`config.mk`:
```
export PLATFORM = sky130hd
export DESIGN_NAME = serial_clk_select
export DESIGN_NICKNAME = d
export VERILOG_FILES = /design/src/rtl/serial_clk_pkg.sv /design/src/rtl/serial_clk_dp.sv /design/src/rtl/serial_clk_ctrl.sv /design/src/rtl/serial_clk_select.sv
export SDC_FILE = /design/constraint.sdc
export NUM_CORES = 1
export LEC_CHECK = 0
export ABC_CLOCK_PERIOD_IN_PS = 1800
export BUFFER_PORTS_ARGS = -buffer_cell sky130_fd_sc_hd__buf_4
export CAP_MARGIN = 5
export CORE_AREA = 2 2 39 41
export DETAILED_ROUTE_END_ITERATION = 6
export DIE_AREA = 0 0 41 43
export GPL_TIMING_DRIVEN = 0
export PLACE_DENSITY = 0.68
export SLEW_MARGIN = 0
export SYNTH_ARGS = -nofsm -noshare
export SYNTH_HDL_FRONTEND = slang
export SYNTH_SLANG_ARGS = --single-unit
export TNS_END_PERCENT = 5
```
`constraint.sdc`:
```
create_clock -name clk -period 1.8 [get_ports clk]
set_clock_uncertainty 0.05 [all_clocks]
set_input_delay 0.36 -clock clk [delete_from_list [all_inputs] [get_ports clk]]
set_output_delay 0.36 -clock clk [all_outputs]
set_load 0.005 [all_outputs]
```
`src/rtl/serial_clk_pkg.sv`:
```
package serial_clk_pkg;

  typedef enum logic [2:0] {
    SRC_QUIET    = 3'd0,
    SRC_CLKOUT   = 3'd1,
    SRC_EXT16    = 3'd2,
    SRC_SYNC_INT = 3'd3,
    SRC_SYNC_EXT = 3'd4
  } srcMode_e;

  typedef struct packed {
    logic cntClr;
    logic cntInc;
  } cntCmd_t;

endpackage

```
`src/rtl/serial_clk_dp.sv`:
```
module serial_clk_dp
  import serial_clk_pkg::*;
#(
  parameter int DIV_W       = 4,
  parameter int SYNC_STAGES = 2
) (
  input  logic    clk,
  input  logic    rst_n,
  input  logic    padIn,
  input  cntCmd_t cmd,
  output logic    padRise,
  output logic    padFall,
  output logic    cntTerm,
  output logic    cntMid,
  output logic    waveLvl
);

  localparam logic [DIV_W-1:0] TERM_VAL = '1;
  localparam logic [DIV_W-1:0] MID_VAL  = {1'b0, {(DIV_W-1){1'b1}}};

  logic [SYNC_STAGES:0] shReg;
  logic [DIV_W-1:0]     cnt;
  logic                 syncLvl;
  logic                 prevLvl;

  genvar g;
  generate
    for (g = 0; g <= SYNC_STAGES; g++) begin : gSync
      if (g == 0) begin : gFirst
        always_ff @(posedge clk or negedge rst_n) begin
          if (!rst_n) shReg[0] <= 1'b0;
          else        shReg[0] <= padIn;
        end
      end else begin : gRest
        always_ff @(posedge clk or negedge rst_n) begin
          if (!rst_n) shReg[g] <= 1'b0;
          else        shReg[g] <= shReg[g-1];
        end
      end
    end
  endgenerate

  assign syncLvl = shReg[SYNC_STAGES-1];
  assign prevLvl = shReg[SYNC_STAGES];
  assign padRise = syncLvl & ~prevLvl;
  assign padFall = ~syncLvl & prevLvl;

  always_ff @(posedge clk or negedge rst_n) begin
    if (!rst_n)          cnt <= '0;
    else if (cmd.cntClr) cnt <= '0;
    else if (cmd.cntInc) cnt <= cnt + 1'b1;
  end

  assign cntTerm = (cnt == TERM_VAL);
  assign cntMid  = (cnt == MID_VAL);
  assign waveLvl = cnt[DIV_W-1];

  assert_clr_R8: assert property (@(posedge clk) disable iff (!rst_n)
    cmd.cntClr |=> (cnt == '0));

  assert_wrap_R5: assert property (@(posedge clk) disable iff (!rst_n)
    (cmd.cntInc && !cmd.cntClr && cnt == TERM_VAL) |=> (cnt == '0));

  assert_rise_pulse_R9: assert property (@(posedge clk) disable iff (!rst_n)
    padRise |=> !padRise);

  assert_fall_pulse_R9: assert property (@(posedge clk) disable iff (!rst_n)
    padFall |=> !padFall);

endmodule

```
`src/rtl/serial_clk_ctrl.sv`:
```
module serial_clk_ctrl
  import serial_clk_pkg::*;
(
  input  logic       clk,
  input  logic       rst_n,
  input  logic       syncMode,
  input  logic [1:0] clkSel,
  input  logic       bitTick,
  input  logic       ovsTick,
  input  logic       padRise,
  input  logic       padFall,
  input  logic       cntTerm,
  input  logic       cntMid,
  input  logic       waveLvl,
  output cntCmd_t    cmd,
  output logic       padOut,
  output logic       padOe,
  output logic       bitEn,
  output logic       sampleEn
);

  logic [2:0] cfgNow;
  logic [2:0] cfgPrev;
  logic       cfgChanged;
  logic       internalSrc;
  srcMode_e   mode;

  assign cfgNow = {syncMode, clkSel};

  always_ff @(posedge clk or negedge rst_n) begin
    if (!rst_n) cfgPrev <= 3'b000;
    else        cfgPrev <= cfgNow;
  end

  assign cfgChanged = (cfgNow != cfgPrev);

  always_comb begin
    if (syncMode) mode = clkSel[1] ? SRC_SYNC_EXT : SRC_SYNC_INT;
    else begin
      unique case (clkSel)
        2'b00:   mode = SRC_QUIET;
        2'b01:   mode = SRC_CLKOUT;
        default: mode = SRC_EXT16;
      endcase
    end
  end

  assign internalSrc = ~clkSel[1];

  always_comb begin
    cmd.cntClr = cfgChanged | (internalSrc & bitTick);
    cmd.cntInc = internalSrc ? ovsTick : ((mode == SRC_EXT16) & padRise);
  end

  always_comb begin
    padOut   = 1'b0;
    padOe    = 1'b0;
    bitEn    = 1'b0;
    sampleEn = 1'b0;
    unique case (mode)
      SRC_QUIET: begin
        bitEn    = bitTick;
        sampleEn = ovsTick;
      end
      SRC_CLKOUT: begin
        padOe    = 1'b1;
        padOut   = waveLvl;
        bitEn    = bitTick;
        sampleEn = ovsTick;
      end
      SRC_EXT16: begin
        sampleEn = padRise;
        bitEn    = padRise & cntTerm & ~cfgChanged;
      end
      SRC_SYNC_INT: begin
        padOe    = 1'b1;
        padOut   = waveLvl;
        bitEn    = bitTick;
        sampleEn = ovsTick & cntMid & ~bitTick;
      end
      SRC_SYNC_EXT: begin
        bitEn    = padFall;
        sampleEn = padRise;
      end
      default: ;
    endcase
  end

  assert_quiet_R2: assert property (@(posedge clk) disable iff (!rst_n)
    (mode == SRC_QUIET) |-> (!padOe && !padOut));

  assert_ext_nodrive_R4: assert property (@(posedge clk) disable iff (!rst_n)
    clkSel[1] |-> !padOe);

  assert_bit_with_sample_R5: assert property (@(posedge clk) disable iff (!rst_n)
    (mode == SRC_EXT16 && bitEn) |-> sampleEn);

  assert_sync_excl_R7: assert property (@(posedge clk) disable iff (!rst_n)
    (mode == SRC_SYNC_EXT) |-> !(bitEn && sampleEn));

endmodule

```
`src/rtl/serial_clk_select.sv`:
```
module serial_clk_select
  import serial_clk_pkg::*;
#(
  parameter int DIV_W       = 4,
  parameter int SYNC_STAGES = 2
) (
  input  logic       clk,
  input  logic       rst_n,
  input  logic       syncMode,
  input  logic [1:0] clkSel,
  input  logic       bitTick,
  input  logic       ovsTick,
  input  logic       padIn,
  output logic       padOut,
  output logic       padOe,
  output logic       bitEn,
  output logic       sampleEn
);

  cntCmd_t cmd;
  logic    padRise;
  logic    padFall;
  logic    cntTerm;
  logic    cntMid;
  logic    waveLvl;

  serial_clk_ctrl ctrl_i (
    .clk      (clk),
    .rst_n    (rst_n),
    .syncMode (syncMode),
    .clkSel   (clkSel),
    .bitTick  (bitTick),
    .ovsTick  (ovsTick),
    .padRise  (padRise),
    .padFall  (padFall),
    .cntTerm  (cntTerm),
    .cntMid   (cntMid),
    .waveLvl  (waveLvl),
    .cmd      (cmd),
    .padOut   (padOut),
    .padOe    (padOe),
    .bitEn    (bitEn),
    .sampleEn (sampleEn)
  );

  serial_clk_dp #(
    .DIV_W       (DIV_W),
    .SYNC_STAGES (SYNC_STAGES)
  ) dp_i (
    .clk     (clk),
    .rst_n   (rst_n),
    .padIn   (padIn),
    .cmd     (cmd),
    .padRise (padRise),
    .padFall (padFall),
    .cntTerm (cntTerm),
    .cntMid  (cntMid),
    .waveLvl (waveLvl)
  );

endmodule

```
==> impl_metrics.yaml <==
finish:
  area_growth_pct: 32.13
  fillers: 129
  layout-drive-gt1-share: 0.3636
  final_nets: 76
  design_area_um2: 689.4
  num_antenna_cells: 0
  stdcell_count: 82
  fin_util: 0.4982
timing:
  tns_ns: -0.02216
  rsz0062_at_grt: "true"
  drv_slew: 0
  max_clock_freq_mhz: 548.8
  timing.final.ws_setup_ns: -0.02216
  setup_viol: 1
  worstMarginPinSlew_ns: 0.2076
  period_share: 1.012
  slew_headroom: 0.8612
  finalHoldViolations: 0
  fin_crit_ns: 1.822
power:
  power.total_mw: 0.4982
  irDropWorstVdd_mv: 0.3392
  p_leak_nw: 0.2824
  pwr-share-clk: 0.394
  internal_power_mw: 0.3898
  power_frac_comb: 0.128
  power.net_switching_mw: 0.1083
  switching_share: 0.2175
  p_seq_frac: 0.478
  p_per_area_nw_per_um2: 722.6
detailed_routing:
  drt_wl_total_um: 993
  routed_via_density: 5.402
  drtIter0Drc: 5
  antenna_left: 0
  post_drt_wl_per_cell_um: 12.11
  dr.pass1.iters: 4
  num_vias: 443
  drc: 0
clocking:
  cts_tree: "done"
  numCtsBuffers: 3
  root_buffer: "clkbuf_4"
  clockBufferDepth: 2
  worstSkewPairLatency_ns: 0.26
  cts.sinks: 10
  h-tree-depth: 1
  clk_pin_slew_ns: 0.07
yosys:
  syn_area_um2: 521.8
  yosysSeqAreaShare: 0.4796
  synth_common_cells: "dfrtp_1, nand3_1, nor2b_1, o21ai_0, xnor2_1"
  synthArstFlopShare: 1.000
  synthFlopType: "dfrtp_1"
  synthTopCellsByArea: "dfrtp_1, nand4bb_4, xnor2_1, nand3_1, nor2b_1"
  ys_ff_latch: 10
  synth.avg_cell_area_um2: 10.87
  synth_nets: 57
  synth_cells: 48
  synth_edf_count: 0
  synthMostInstantiatedCell: "dfrtp_1"
  ys_warn_count: 0
  synth.top_cell.area_share: 0.4796
  yosysUniqueCellTypes: 24
  synth_top_area_cell: "dfrtp_1"
critical_path:
  ff2ff_path_depth: 3
  timing.critical_path.fanout_max: 4
  critPathKind: "reg -> out"
  startpoint_type: "flip-flop"
  critPathRequiredTime_ns: 1.39
  cp_data_arrival_time_ns: 1.41
  startpoint: "dp_i.cnt[0]"
  worstReg2RegStart: "dp_i.prevLvl"
  end_kind: "primary output"
  r2r_end: "dp_i.cnt[3]"
  r2r_setup_slack_ns: 0.53
grt:
  grt_antenna_before_repair: 0
  grt-ovfl-total: 0
  first_global_vias: 397
  grtUsageTotal: 0.1389
  grt_first_pass_wirelength_um: 1600
  grt_max_degree: 11
hold_path:
  hold_path.class: "in -> reg"
  whs_path_depth: 1
  hold_path.startpoint: "padIn"
  min_to: "dp_i.shReg[0]"
placed_design:
  dp.cells: 75
  post-dp-hpwl_um: 733.8
  io_buffers: 11
  placed_cell_area_um2: 624.3
  gp_congestion: 0.7035
die:
  initial_utilization: 0.3770
  num_rows: 14
  die_h_um: 43
  dieArea_um2: 1763
  core-area_um2: 1384
  pin_count: 12
  die_w_um: 41
status:
  violations: "negative setup slack"
  status: "complete, but fails checks"
flow_run:
  drv_cap: 0
## flip-flops by register name, indices dropped and copies added, names as in the netlist
register        flops
ctrl_i.cfgPrev      3
dp_i.syncLvl        1
dp_i.prevLvl        1
dp_i.shReg          1
dp_i.cnt            4
## cells in the final DEF, fill, tap and decap left out, types with 2 or more instances in the layout
cell type,netlist,final
buf_4,1,14
dfrtp_1,10,9
nand3_1,4,4
xnor2_1,3,3
nor2b_1,3,3
clkbuf_4,0,3
nand2_1,2,2
nand4_1,2,2
nor2_1,2,2
a31oi_1,2,2
o21ai_0,3,2
a21oi_1,2,2
nor3_1,2,2
## worst max path at each step
stage,slack [ns],end
finish,-0.02,sampleEn
global route,-0.08,sampleEn
CTS,-0.03,sampleEn
detailed placement,0.09,bitEn
global placement,0.09,bitEn
floorplan,0.33,sampleEn
## cell type report
cell class | instances | area, um2 | share of cell area
plain buffers | 1 | 7.507 | 0.01089
clock buffers | 4 | 36.28 | 0.05263
multi-input cells | 37 | 266.5 | 0.3866
flip-flops and latches | 10 | 251.5 | 0.3648
well taps | 16 | 20.02 | 0.02904
repair buffers | 14 | 107.6 | 0.1561
## kinds of logic (layout without fill, tap and decap cells)
family / Yosys count / in the layout / synth area share
XOR/XNOR: 3 / 3 / 0.05037
buffers and inverters: 1 / 19 / 0.01439
AO/OA/AOI/OAI: 11 / 11 / 0.1367
adder cells (fa/ha/maj): 1 / 1 / 0.02398
AND/OR/NAND/NOR: 22 / 22 / 0.2950
flip-flops: 10 / 10 / 0.4796
## timing repair
| action | 4_1_cts | 5_1_grt |
|---|---|---|
| pin swaps | 3 | 1 |
| hold buffers | 1 | 0 |
| hold endpoints to repair | 10 | 0 |
| resized for setup | 2 | 1 |
| setup endpoints to repair | 2 | 2 |
| setup buffers | 2 | 0 |
## power by group through the flow
stage | sequential (mW) | clock [mW] | combinational [mW]
2_1_floorplan | 0.241 | 0 | 0.0308
6_report | 0.238 | 0.196 | 0.0637
5_1_grt | 0.238 | 0.213 | 0.0713
4_1_cts | 0.238 | 0.204 | 0.0642
3_5_place_dp | 0.242 | 0 | 0.0612
3_3_place_gp | 0.241 | 0 | 0.0608
## layer usage
metal / GRT usage / vias to the layer above / wire [um]
li1: - / 213 / -
met1: 0.1667 / 221 / 438
met2: 0.2063 / 7 / 487
met5: 0 / - / 0
met4: 0.1000 / 0 / 21
met3: 0.03141 / 2 / 45
## critical path, cell delays in order, from the launching register on
cell and delay, ns:
dfrtp_1 0.39, ha_2 0.20, nand2_1 0.05, o31a_2 0.28, o21ai_1 0.12, buf_4 0.12
## per-stage QoR
step	hold slack, ns	setup slack, ns
2_1_floorplan	0.01441	0.3299
3_3_place_gp	0.1445	0.09172
3_5_place_dp	0.1434	0.09200
4_1_cts	0.1510	-0.02898
5_1_grt	0.1442	-0.08027
6_report	0.1588	-0.02216
(Power assumes the default switching activity.)
